<file path="src/rtl/pdma_pkg.sv">
package pdma_pkg;
  localparam int CNT_W       = 14;
  localparam int SEL_W       = 5;
  localparam int CTL_EN      = 31;
  localparam int CTL_IE      = 30;
  localparam int CTL_HOLD    = 29;
  localparam int CTL_DIR     = 28;
  localparam int CTL_ONCE    = 27;
  localparam int CTL_FLOW    = 21;
  localparam int CTL_SEL_LO  = 16;
  localparam int CTL_CNT_LO  = 2;
  localparam int SEQ_IE      = 31;
  localparam int SEQ_DBL     = 19;
  localparam int SEQ_WRAP_LO = 16;
  localparam int ST_PEND     = 30;

  typedef enum logic [2:0] {
    RG_CTRL = 3'd0,
    RG_STAT = 3'd1,
    RG_MPTR = 3'd2,
    RG_MSEQ = 3'd3,
    RG_PPTR = 3'd4,
    RG_PSEQ = 3'd5
  } reg_idx_t;

  typedef enum logic [1:0] {
    XS_IDLE  = 2'd0,
    XS_READ  = 2'd1,
    XS_WRITE = 2'd2
  } xfer_state_t;
endpackage

</file>
<file path="src/rtl/pdma_addr_gen.sv">
module pdma_addr_gen #(
  parameter int FIRST_LOG2 = 0
) (
  input  logic [31:0] base,
  input  logic [29:0] off,
  input  logic [2:0]  code,
  output logic [31:0] addr
);
  logic [29:0] base_w, sum_w, mask_w, idx_w;

  always_comb begin
    base_w = base[31:2];
    sum_w  = base_w + off;
    mask_w = '0;
    if (code != 3'd0)
      mask_w = (30'd1 << (FIRST_LOG2 + int'(code) - 1)) - 30'd1;
    if (code == 3'd0)
      idx_w = sum_w;
    else
      idx_w = (base_w & ~mask_w) | (sum_w & mask_w);
    addr = {idx_w, base[1:0]};
  end
endmodule

</file>
<file path="src/rtl/pdma_xfer.sv">
module pdma_xfer
  import pdma_pkg::*;
#(
  parameter int MEM_WRAP_LOG2 = 5,
  parameter int PER_WRAP_LOG2 = 0,
  localparam int REQ_N = 1 << SEL_W
) (
  input  logic             clk,
  input  logic             rst,
  input  logic             start,
  input  logic             en,
  input  logic             hold,
  input  logic             dir,
  input  logic             oneshot,
  input  logic             dbl,
  input  logic             flow,
  input  logic [SEL_W-1:0] sel,
  input  logic [CNT_W-1:0] wcount,
  input  logic [31:0]      mem_ptr,
  input  logic [31:0]      per_ptr,
  input  logic [2:0]       mem_wrap,
  input  logic [2:0]       per_wrap,
  input  logic [REQ_N-1:0] periph_req,
  output logic             m_valid,
  output logic             m_we,
  output logic [31:0]      m_addr,
  output logic [31:0]      m_wdata,
  input  logic             m_ready,
  input  logic [31:0]      m_rdata,
  output logic             p_valid,
  output logic             p_we,
  output logic [31:0]      p_addr,
  output logic [31:0]      p_wdata,
  input  logic             p_ready,
  input  logic [31:0]      p_rdata,
  output logic             busy,
  output logic             pingpong,
  output logic [CNT_W-1:0] remaining,
  output logic             eoc
);
  xfer_state_t     state_q;
  logic [29:0]     off_q;
  logic [CNT_W-1:0] rem_q;
  logic [31:0]     mem_base_q, per_base_q, m_addr_c, p_addr_c;
  logic            busy_q, pp_q, eoc_q, req_prev_q, req_pend_q;
  logic            sel_ok, req_now, can_go, src_ready, dst_ready, word_done;
  logic [31:0]     src_rdata;

  pdma_addr_gen #(.FIRST_LOG2(MEM_WRAP_LOG2)) u_mem_addr (
    .base(mem_base_q), .off(off_q), .code(mem_wrap), .addr(m_addr_c));
  pdma_addr_gen #(.FIRST_LOG2(PER_WRAP_LOG2)) u_per_addr (
    .base(per_base_q), .off(off_q), .code(per_wrap), .addr(p_addr_c));

  assign sel_ok    = (sel != {SEL_W{1'b1}});
  assign req_now   = periph_req[sel];
  assign can_go    = busy_q && !hold && (!flow || (sel_ok && req_pend_q));
  assign src_ready = dir ? m_ready : p_ready;
  assign dst_ready = dir ? p_ready : m_ready;
  assign src_rdata = dir ? m_rdata : p_rdata;
  assign word_done = (state_q == XS_WRITE) && dst_ready;

  always_ff @(posedge clk) begin
    if (rst) begin
      state_q <= XS_IDLE; off_q <= '0; rem_q <= '0;
      mem_base_q <= '0; per_base_q <= '0;
      busy_q <= 1'b0; pp_q <= 1'b0; eoc_q <= 1'b0;
      req_prev_q <= 1'b0; req_pend_q <= 1'b0;
      m_valid <= 1'b0; m_we <= 1'b0; m_addr <= '0; m_wdata <= '0;
      p_valid <= 1'b0; p_we <= 1'b0; p_addr <= '0; p_wdata <= '0;
    end else begin
      eoc_q      <= 1'b0;
      req_prev_q <= req_now;
      if (!en) begin
        busy_q <= 1'b0; state_q <= XS_IDLE; req_pend_q <= 1'b0;
        m_valid <= 1'b0; p_valid <= 1'b0;
      end else if (start) begin
        busy_q <= 1'b1; off_q <= '0; rem_q <= wcount; pp_q <= 1'b0;
        mem_base_q <= mem_ptr; per_base_q <= per_ptr;
        state_q <= XS_IDLE; req_pend_q <= 1'b0;
        m_valid <= 1'b0; p_valid <= 1'b0;
      end else begin
        case (state_q)
          XS_IDLE: if (can_go) begin
            req_pend_q <= 1'b0;
            state_q <= XS_READ;
            m_addr  <= m_addr_c; p_addr <= p_addr_c;
            m_we    <= ~dir;     p_we   <= dir;
            m_valid <= dir;      p_valid <= ~dir;
          end
          XS_READ: if (src_ready) begin
            m_wdata <= src_rdata; p_wdata <= src_rdata;
            m_valid <= ~dir;      p_valid <= dir;
            state_q <= XS_WRITE;
          end
          XS_WRITE: if (dst_ready) begin
            m_valid <= 1'b0; p_valid <= 1'b0;
            state_q <= XS_IDLE;
            if (rem_q != '0) begin
              rem_q <= rem_q - 1'b1;
              off_q <= off_q + 1'b1;
            end else begin
              eoc_q <= 1'b1;
              if (oneshot) begin
                busy_q <= 1'b0;
              end else begin
                rem_q <= wcount;
                pp_q  <= ~pp_q;
                if (!dbl || pp_q) begin
                  off_q <= '0; mem_base_q <= mem_ptr; per_base_q <= per_ptr;
                end else begin
                  off_q <= off_q + 1'b1;
                end
              end
            end
          end
          default: state_q <= XS_IDLE;
        endcase
        if (busy_q && flow && sel_ok && req_now && !req_prev_q)
          req_pend_q <= 1'b1;
      end
    end
  end

  assign busy      = busy_q;
  assign pingpong  = pp_q;
  assign remaining = rem_q;
  assign eoc       = eoc_q;


  one_side_chk: assert property (@(posedge clk) disable iff (rst)
    !(m_valid && p_valid));

  addr_hold_chk: assert property (@(posedge clk) disable iff (rst)
    (m_valid && !m_ready && en) |=> (m_valid && $stable(m_addr)));

  stop_chk: assert property (@(posedge clk) disable iff (rst)
    !en |=> (!m_valid && !p_valid && !busy_q));

  frozen_chk: assert property (@(posedge clk) disable iff (rst)
    (en && !start && flow && !sel_ok && state_q == XS_IDLE) |=> (state_q == XS_IDLE));

  pp_stable_chk: assert property (@(posedge clk) disable iff (rst)
    (!word_done && !start) |=> $stable(pp_q));
endmodule

</file>
<file path="src/rtl/pdma_channel.sv">
module pdma_channel
  import pdma_pkg::*;
#(
  parameter int MEM_WRAP_LOG2 = 5,
  parameter int PER_WRAP_LOG2 = 0,
  localparam int REQ_N = 1 << SEL_W
) (
  input  logic             clk,
  input  logic             rst,
  input  logic             cfg_we,
  input  logic [2:0]       cfg_addr,
  input  logic [31:0]      cfg_wdata,
  output logic [31:0]      cfg_rdata,
  input  logic [REQ_N-1:0] periph_req,
  output logic             m_valid,
  output logic             m_we,
  output logic [31:0]      m_addr,
  output logic [31:0]      m_wdata,
  input  logic             m_ready,
  input  logic [31:0]      m_rdata,
  output logic             p_valid,
  output logic             p_we,
  output logic [31:0]      p_addr,
  output logic [31:0]      p_wdata,
  input  logic             p_ready,
  input  logic [31:0]      p_rdata,
  output logic             irq
);
  logic [31:0]      ctrl_q, mptr_q, mseq_q, pptr_q, pseq_q, stat_w;
  logic             pend_q, start_q, irq_q, busy, pp, eoc, halt;
  logic [CNT_W-1:0] rem;
  logic [SEL_W-1:0] sel;

  assign sel  = ctrl_q[CTL_SEL_LO +: SEL_W];
  assign halt = busy & ctrl_q[CTL_FLOW] & (&sel);
  assign stat_w = {busy, pend_q, halt, pp, 12'd0, rem, 2'b00};

  pdma_xfer #(.MEM_WRAP_LOG2(MEM_WRAP_LOG2), .PER_WRAP_LOG2(PER_WRAP_LOG2)) u_xfer (
    .clk(clk), .rst(rst), .start(start_q),
    .en(ctrl_q[CTL_EN]), .hold(ctrl_q[CTL_HOLD]), .dir(ctrl_q[CTL_DIR]),
    .oneshot(ctrl_q[CTL_ONCE]), .dbl(mseq_q[SEQ_DBL]), .flow(ctrl_q[CTL_FLOW]),
    .sel(sel), .wcount(ctrl_q[CTL_CNT_LO +: CNT_W]),
    .mem_ptr(mptr_q), .per_ptr(pptr_q),
    .mem_wrap(mseq_q[SEQ_WRAP_LO +: 3]), .per_wrap(pseq_q[SEQ_WRAP_LO +: 3]),
    .periph_req(periph_req),
    .m_valid(m_valid), .m_we(m_we), .m_addr(m_addr), .m_wdata(m_wdata),
    .m_ready(m_ready), .m_rdata(m_rdata),
    .p_valid(p_valid), .p_we(p_we), .p_addr(p_addr), .p_wdata(p_wdata),
    .p_ready(p_ready), .p_rdata(p_rdata),
    .busy(busy), .pingpong(pp), .remaining(rem), .eoc(eoc));

  always_ff @(posedge clk) begin
    if (rst) begin
      ctrl_q <= '0; mptr_q <= '0; mseq_q <= '0; pptr_q <= '0; pseq_q <= '0;
      pend_q <= 1'b0; start_q <= 1'b0; irq_q <= 1'b0; cfg_rdata <= '0;
    end else begin
      start_q <= 1'b0;
      if (cfg_we) begin
        case (cfg_addr)
          RG_CTRL: begin
            ctrl_q  <= cfg_wdata;
            start_q <= cfg_wdata[CTL_EN] & ~ctrl_q[CTL_EN];
          end
          RG_MPTR: mptr_q <= cfg_wdata;
          RG_MSEQ: mseq_q <= cfg_wdata;
          RG_PPTR: pptr_q <= cfg_wdata;
          RG_PSEQ: pseq_q <= cfg_wdata;
          default: ;
        endcase
      end
      if (eoc)
        pend_q <= 1'b1;
      else if (cfg_we && cfg_addr == RG_STAT && cfg_wdata[ST_PEND])
        pend_q <= 1'b0;
      irq_q <= pend_q & ctrl_q[CTL_IE] & mseq_q[SEQ_IE];
      case (cfg_addr)
        RG_CTRL: cfg_rdata <= ctrl_q;
        RG_STAT: cfg_rdata <= stat_w;
        RG_MPTR: cfg_rdata <= mptr_q;
        RG_MSEQ: cfg_rdata <= mseq_q;
        RG_PPTR: cfg_rdata <= pptr_q;
        RG_PSEQ: cfg_rdata <= pseq_q;
        default: cfg_rdata <= '0;
      endcase
    end
  end

  assign irq = irq_q;


  pend_set_chk: assert property (@(posedge clk) disable iff (rst)
    eoc |=> pend_q);

  pend_clr_chk: assert property (@(posedge clk) disable iff (rst)
    (cfg_we && cfg_addr == RG_STAT && cfg_wdata[ST_PEND] && !eoc) |=> !pend_q);
endmodule

</file>
<file path="config.mk">
export PLATFORM = sky130hd
export DESIGN_NAME = pdma_channel
export DESIGN_NICKNAME = d
export VERILOG_FILES = /design/src/rtl/pdma_pkg.sv /design/src/rtl/pdma_addr_gen.sv /design/src/rtl/pdma_xfer.sv /design/src/rtl/pdma_channel.sv
export SDC_FILE = /design/constraint.sdc
export NUM_CORES = 1
export LEC_CHECK = 0
export CORE_ASPECT_RATIO = 1.4
export CORE_UTILIZATION = 47
export DETAILED_ROUTE_END_ITERATION = 6
export PLACE_DENSITY = 0.7
export SETUP_SLACK_MARGIN = 0.3
export SYNTH_ARGS = -nofsm -noshare
export SYNTH_HDL_FRONTEND = slang
export SYNTH_HIERARCHICAL = 1
export SYNTH_SLANG_ARGS = --single-unit
</file>
<file path="constraint.sdc">
create_clock -name clk -period 10.4 [get_ports clk]
set_input_delay 1.04 -clock clk [delete_from_list [all_inputs] [get_ports clk]]
set_output_delay 1.04 -clock clk [all_outputs]
set_load 0.01 [all_outputs]
</file>
==> load_flow_metrics.sql, run 1 <==
INSERT INTO impl_metrics (metric_group, metric, value, unit) VALUES
('clock_network', 'clkSinkCount', '410', ''),
('cells_and_area', 'final_cells', '3633', ''),
('critical_path', 'rr_endpoint', 'u_xfer/m_addr[24]$_SDFFE_PP0P_', ''),
('clock_network', 'worst_skew_pair_later_pin_latency', '0.57', 'ns'),
('placement', 'port_buffers', '300', ''),
('clock_network', 'cts.hold.buffers_added', '0', ''),
('clock_network', 'cts.repair_timing.setup_buffer_count', '0', ''),
('drt', 'routed-via-count', '21830', ''),
('power', 'peakVddDrop', '0.09993', 'mV'),
('sta', 'relative_slew_margins', '15.08', '%'),
('cells_and_area', 'num-nets-final', '3195', ''),
('sta', 'worstMarginPinSlew', '1.271', 'ns'),
('drt', 'wl_per_cell', '20.92', 'um'),
('sta', 'finalHoldViolations', '0', ''),
('floorplanning', 'start_util', '47.68', '%'),
('critical_path', 'worst-endpoint-required', '10.80', 'ns'),
('critical_path', 'path_max_fanout', '28', ''),
('clock_network', 'clock_transition_time_at_the_flip_flop_clock_pins_of_the_worst_setup_and_hold_paths', '0.06', 'ns'),
('global_route', 'grt_max_degree', '150', ''),
('clock_network', 'cts_repair_resize_count', '0', ''),
('placement', 'detailed_place_hpwl', '54920', 'um'),
('yosys', 'synth_area', '0.02243', 'mm^2'),
('critical_path', 'start_of_the_worst_register_to_register_path', 'mseq_q[16]$_SDFFE_PP0P_', ''),
('flow_run', 'drv.max_cap_violation_count', '0', ''),
('cells_and_area', 'post_route_cells_drive_above_1_share', '7.577', '%'),
('clock_network', 'tritoncts.num_buffers', '40', ''),
('clock_network', 'tritoncts_clock_tree', 'built', ''),
('worst_hold_path', 'hold-path-endpoint', 'u_xfer/m_addr[13]$_SDFFE_PP0P_', ''),
('yosys', 'syn_avg_cell_area', '7.873', 'um^2'),
('drt', 'totalWireLength', '76000', 'um'),
('yosys', 'yosys.area.top_type_share', '36.59', '%'),
('yosys', 'cell_count_after_synthesis', '2849', ''),
('critical_path', 'timing.setup.critical_path_class', 'reg -> reg', ''),
('run_status', 'status', 'finished, final reports clean', ''),
('sta', 'grt_setup_unrepaired', 'no', ''),
('cells_and_area', 'n_fill_cell', '4363', ''),
('critical_path', 'worst_path_arrival', '4.45', 'ns'),
('yosys', 'synth-warning-count', '6', ''),
('yosys', 'synth_edf_count', '0', ''),
('yosys', 'synth_async_sr_flop_share', '0', '%'),
('cells_and_area', 'antenna-diode-count', '0', ''),
('clock_network', 'cts-root-buf', 'clkbuf_16', ''),
('clock_network', 'cts-htree-levels', '2', ''),
('yosys', 'most_frequently_used_flop_master_after_synthesis', 'dfxtp_1', ''),
('sta', 'crit_share_post_route', '38.90', '%'),
('yosys', 'netlist.top_cell.by_area', 'dfxtp_1', ''),
('global_route', 'antenna_found_initial', '0', ''),
('yosys', 'synthDistinctLibCells', '109', ''),
('floorplanning', 'dieArea', '0.04862', 'mm^2'),
('global_route', 'global_route.overflow_total', '0', ''),
('yosys', 'syn-num-nets', '3067', ''),
('floorplanning', 'fp-row-count', '94', ''),
('critical_path', 'r2r_cells', '15', ''),
('floorplanning', 'ioPinCount', '301', ''),
('yosys', 'synth.ff_latch_count', '410', ''),
('sta', 'final-setup-viol-count', '0', ''),
('worst_hold_path', 'timing.hold.worst.start', 'u_xfer/m_addr[13]$_SDFFE_PP0P_', ''),
('yosys', 'post_synth_main_area_contributors', 'dfxtp_1, a21oi_1, nand2_1, ha_1, o21ai_0', ''),
('placement', 'post-place-cells', '3559', ''),
('floorplanning', 'die_y', '260.5', 'um'),
('sta', 'post_layout_minimum_cycle_time', '4.046', 'ns'),
('sta', 'fin_worst_skew', '0.02636', 'ns'),
('sta', 'timing.fmax', '0.2472', 'GHz'),
('drt', 'viasPerCell', '6.008', ''),
('global_route', 'gr-usage-all-layers', '30.10', '%'),
('critical_path', 'worstSetupStartpointType', 'flop', ''),
('critical_path', 'setup.worst_path.end_class', 'flop', ''),
('drt', 'postRouteAntennaNets', '0', ''),
('sta', 'final_max_slew_viol_count', '0', ''),
('critical_path', 'reg2reg_setup_slack', '6.35', 'ns'),
('yosys', 'synth.yosys.seq_area_share', '36.59', '%');
## worst max-delay path by stage
stage	from	end	slack, ns	cells past startpoint
6_report	mseq_q[16]$_SDFFE_PP0P_	u_xfer/m_addr[24]$_SDFFE_PP0P_	6.35	15
5_1_grt	mseq_q[16]$_SDFFE_PP0P_	u_xfer/m_addr[24]$_SDFFE_PP0P_	6.04	15
4_1_cts	mseq_q[16]$_SDFFE_PP0P_	u_xfer/m_addr[24]$_SDFFE_PP0P_	6.36	15
3_5_place_dp	p_ready	u_xfer/off_q[26]$_SDFFE_PP0P_	6.32	7
3_3_place_gp	p_ready	u_xfer/off_q[26]$_SDFFE_PP0P_	6.40	7
2_1_floorplan	mseq_q[18]$_SDFFE_PP0P_	u_xfer/m_addr[24]$_SDFFE_PP0P_	6.33	20
## kinds of logic after synthesis
group | count (synthesis) | share of synthesized area [%]
fa+ha+maj | 82 | 4.641
xor+xnor | 55 | 2.148
buf+inv | 294 | 6.548
flops | 410 | 36.59
mux | 116 | 6.013
simple gates | 1015 | 20.35
compound gates | 877 | 23.71
## worst max-delay path: stages (launching register included)
cell	delay (ns)
dfxtp_1	0.51
inv_1	0.17
ha_1	0.38
nor3_1	0.20
ha_1	0.59
nand3_1	0.23
ha_1	0.27
nand2_1	0.18
a21oi_4	0.31
a21o_2	0.22
mux2i_1	0.19
nor2_1	0.08
o21ai_2	0.13
mux2_4	0.31
nand2_1	0.05
a21oi_1	0.06
## layer usage
metal  track usage, %  share of wire (%)  up-vias
li1                 -                  -    10280
met1            35.69                 39    10290
met2            51.34                 48     1022
met3            4.371                7.2      231
met4            18.85                6.3        0
met5                0                  0        -
## cell usage after synthesis (all sizes together) (9+ instances only)
cell    count
a211oi     54
a21o       25
a21oi     463
a22oi      41
a31oi      11
and2       16
and3       11
buf       130
clkbuf    106
dfxtp     410
ha         80
inv        58
mux2       34
mux2i      71
mux4       11
nand2     572
nand2b     13
nand3     113
nand4      22
nor2      141
nor2b      13
nor3       28
nor4       11
o211ai      9
o21ai     161
o31ai      25
or3        12
or4        26
xnor2      34
xor2       21
## cells in the final DEF, fill, tap and decap left out, types with 41 or more instances in the layout
cell type	instances
a211oi_1	47
nand3_1	110
a21oi_1	441
a22oi_1	41
nand2_1	571
clkbuf_16	41
nor2_1	140
inv_1	56
ha_1	80
mux2i_1	71
clkdlybuf4s50_1	298
o21ai_0	145
dfxtp_1	409
## stage by stage
stage | worst slack, ns | hold WS [ns] | utilization, % | total power [mW] | cell area, um^2
floorplan | 6.326 | 0.4130 | - | 1.748 | 22430
global placement | 6.405 | 0.4392 | 53.56 | 1.847 | 25200
detailed placement | 6.319 | 0.4453 | 53.56 | 1.851 | 25200
CTS | 6.360 | 0.4540 | 56.38 | 3.303 | 26530
global route | 6.040 | 0.4707 | 56.38 | 3.388 | 26530
finish | 6.354 | 0.4518 | 56.38 | 3.293 | 26530
## state kept, by name, indices dropped and copies added (netlist names), 14 cells and up
name	count
cfg_rdata	32
ctrl_q	32
mptr_q	32
mseq_q	32
pptr_q	32
pseq_q	32
u_xfer/m_addr	32
u_xfer/mem_base_q	32
u_xfer/p_addr	32
u_xfer/p_wdata	32
u_xfer/per_base_q	32
u_xfer/off_q	30
u_xfer/remaining	14
## layout make-up
| cell class | count | share of cell area (%) |
|---|---|---|
| tap | 624 | 2.943 |
| inverter | 58 | 0.8302 |
| multi-input combinational | 2145 | 48.33 |
| clock inverter | 21 | 0.6981 |
| timing repair buffer | 322 | 11.94 |
| clock buffer | 53 | 4.302 |
| sequential | 410 | 30.95 |
## report_power, final
part / total (mW) / internal [mW] / switching [mW]
sequential: 1.60 / 1.58 / 0.0151
clock: 1.47 / 0.809 / 0.665
combinational: 0.220 / 0.0905 / 0.129
No activity file was read; power rests on OpenSTA's default activity.
==> run 2, diff against run 1 <==
==> constraint.sdc (replaced) <==
create_clock -name clk -period 3.8 [get_ports clk]
set_input_delay 0.38 -clock clk [delete_from_list [all_inputs] [get_ports clk]]
set_output_delay 0.38 -clock clk [all_outputs]
set_load 0.01 [all_outputs]
==> load_flow_metrics.sql, run 2 (same netlist as run 1, synthesis figures left out) <==
INSERT INTO impl_metrics (metric_group, metric, value, unit) VALUES
('sta', 'relative_slew_margins', '27.93', '%'),
('global_route', 'grt_pass1_wl', '119300', 'um'),
('clock_network', 'cts-root-buf', 'clkbuf_16', ''),
('critical_path', 'path_max_fanout', '6', ''),
('sta', 'final_max_slew_viol_count', '0', ''),
('critical_path', 'worst_path_arrival', '3.79', 'ns'),
('cells_and_area', 'multi_input_area', '0.01282', 'mm^2'),
('drt', 'wl_per_cell', '21.21', 'um'),
('placement', 'detailed_place_hpwl', '57140', 'um'),
('power', 'peakVddDrop', '0.3077', 'mV'),
('floorplanning', 'start_util', '47.68', '%'),
('placement', 'place.gp.congestion', '0.9601', ''),
('drt', 'drt_pre_antenna_iters', '6', ''),
('sta', 'crit_share_post_route', '86.69', '%'),
('cells_and_area', 'synthToLayoutAreaGrowth', '20.29', '%'),
('power', 'p_leak', '9.208', 'nW'),
('clock_network', 'cts.hold.buffers_added', '0', ''),
('cells_and_area', 'antenna-diode-count', '0', ''),
('flow_run', 'drv.max_cap_violation_count', '0', ''),
('cells_and_area', 'layout.area.seq', '0.008215', 'mm^2'),
('sta', 'total_negative_setup_slack', '0', 'ns'),
('run_status', 'status', 'finished, final reports clean', ''),
('floorplanning', 'die_width', '186.6', 'um'),
('drt', 'viasPerCell', '5.945', ''),
('sta', 'timing.fmax', '0.3036', 'GHz'),
('cells_and_area', 'final_common_cell', 'nand2_1', ''),
('critical_path', 'worstSetupStartpointType', 'flop', ''),
('clock_network', 'tritoncts_clock_tree', 'built', ''),
('floorplanning', 'core', '0.04705', 'mm^2'),
('worst_hold_path', 'min_path_type', 'in -> reg', ''),
('clock_network', 'cts-htree-levels', '2', ''),
('sta', 'final-setup-viol-count', '0', ''),
('clock_network', 'clock_transition_time_at_the_flip_flop_clock_pins_of_the_worst_setup_and_hold_paths', '0.06', 'ns'),
('sta', 'post_layout_minimum_cycle_time', '3.294', 'ns'),
('drt', 'totalWireLength', '77780', 'um'),
('floorplanning', 'ioPinCount', '301', ''),
('drt', 'routed-via-count', '21810', ''),
('clock_network', 'ctsLongestPathBuffers', '3', ''),
('cells_and_area', 'n_fill_cell', '4392', ''),
('floorplanning', 'die_y', '260.5', 'um'),
('cells_and_area', 'post_route_cells_drive_above_1_share', '8.541', '%'),
('sta', 'hold_slack', '0.2830', 'ns'),
('clock_network', 'worst_skew_pair_later_pin_latency', '0.58', 'ns'),
('placement', 'port_buffers', '300', ''),
('critical_path', 'worst-endpoint-required', '4.29', 'ns'),
('global_route', 'gr-usage-all-layers', '31.12', '%'),
('drt', 'drt_initial_violations', '2018', ''),
('cells_and_area', 'most_frequent_cells_in_the_layout', 'nand2_1, a21oi_1, dfxtp_1', ''),
('critical_path', 'timing.setup.critical_path_class', 'reg -> reg', ''),
('global_route', 'antenna_found_initial', '0', ''),
('clock_network', 'clkSinkCount', '410', ''),
('sta', 'fin_worst_skew', '0.02158', 'ns'),
('floorplanning', 'dieArea', '0.04862', 'mm^2'),
('cells_and_area', 'num-nets-final', '3229', ''),
('sta', 'worstMarginPinSlew', '1.081', 'ns'),
('drt', 'detail_route.drc_violations', '0', ''),
('sta', 'grt_setup_unrepaired', 'no', ''),
('global_route', 'global_route.overflow_total', '0', ''),
('sta', 'finalHoldViolations', '0', ''),
('clock_network', 'tritoncts.num_buffers', '42', ''),
('drt', 'postRouteAntennaNets', '0', ''),
('floorplanning', 'fp-row-count', '94', ''),
('power', 'power_density', '347.1', 'mW/mm^2'),
('global_route', 'vias_in_the_first_global_route', '20960', ''),
('global_route', 'grt_max_degree', '150', ''),
('critical_path', 'setup.worst_path.end_class', 'flop', '');
## run 2: cell types whose count changed in the layout (fill, tap and decap cells not counted), moves of 2 or more
| cell | change |
|---|---|
| clkbuf_1 | +2 |
| clkinv_2 | -2 |
| and3_2 | -2 |
| nand3_1 | +3 |
| buf_4 | +25 |
| clkinv_4 | -2 |
| nand3_2 | -3 |
| dfxtp_1 | -3 |
| and3_1 | +2 |
| dfxtp_2 | +2 |
| bufinv_16 | +4 |
| buf_12 | +7 |
## run 2: path summary, 6_finish.rpt
| path | from | endpoint | slack [ns] | depth (start not counted) |
|---|---|---|---|---|
| max | u_xfer/off_q[0]$_SDFFE_PP0P_ | u_xfer/m_addr[28]$_SDFFE_PP0P_ | 0.51 | 14 |
| max reg2reg | u_xfer/off_q[0]$_SDFFE_PP0P_ | u_xfer/m_addr[28]$_SDFFE_PP0P_ | 0.51 | 14 |
| min reg2reg | u_xfer/p_addr[26]$_SDFFE_PP0P_ | u_xfer/p_addr[26]$_SDFFE_PP0P_ | 0.45 | 2 |
| min | rst | cfg_rdata[3]$_SDFF_PP0_ | 0.28 | 2 |
## run 2: routing by layer
metal  global-route usage (%)  vias to the layer above  share of wire, %
met1                    36.88                    10360                40
met3                    3.604                      189               5.7
li1                         -                    10360                 -
met2                    54.76                      907                49
met5                        0                        -                 0
met4                    17.37                        0               5.7
## run 2: report_power, final
part           switching [mW]  leakage (nW)  internal, mW
clock network            1.83         0.712          2.54
registers              0.0377          3.31          4.34
logic                   0.367          5.19         0.260
total                    2.23          9.21          7.14
## run 2: stage by stage
stage	utilization, %	instance area, um^2	std cells	worst slack, ns	total power, mW
after floorplan	-	22460	2849	0.3102	4.786
after global routing	57.36	26980	3668	0.3059	9.643
after detailed placement	54.21	25500	3589	0.4139	5.087
final	57.36	26980	3668	0.5057	9.367
after global placement	54.21	25500	3589	0.4466	5.077
after CTS	57.30	26960	3666	0.4004	9.416
## run 2: critical path, stage by stage (launching register included)
cell	delay [ns]
dfxtp_1	0.35
ha_1	0.21
inv_1	0.07
fa_1	0.40
and2b_1	0.23
o2111ai_1	0.15
a21oi_1	0.24
o2111ai_1	0.21
a21oi_2	0.24
a31oi_2	0.21
nor4_1	0.41
nor4b_1	0.09
nor3_1	0.21
nand2_1	0.08
a21oi_1	0.12
## run 2: layout make-up
type | instances | area share, %
clock inverter | 21 | 1.043
sequential | 410 | 30.45
timing repair buffer | 354 | 12.96
inverter | 58 | 0.8161
clock buffer | 56 | 4.349
multi-input combinational | 2145 | 47.50
tap | 624 | 2.893
## run 2: timing repair
item | CTS | global route
setup buffers | 0 | 2
resized for setup | 0 | 2
setup endpoints to repair | 0 | 5
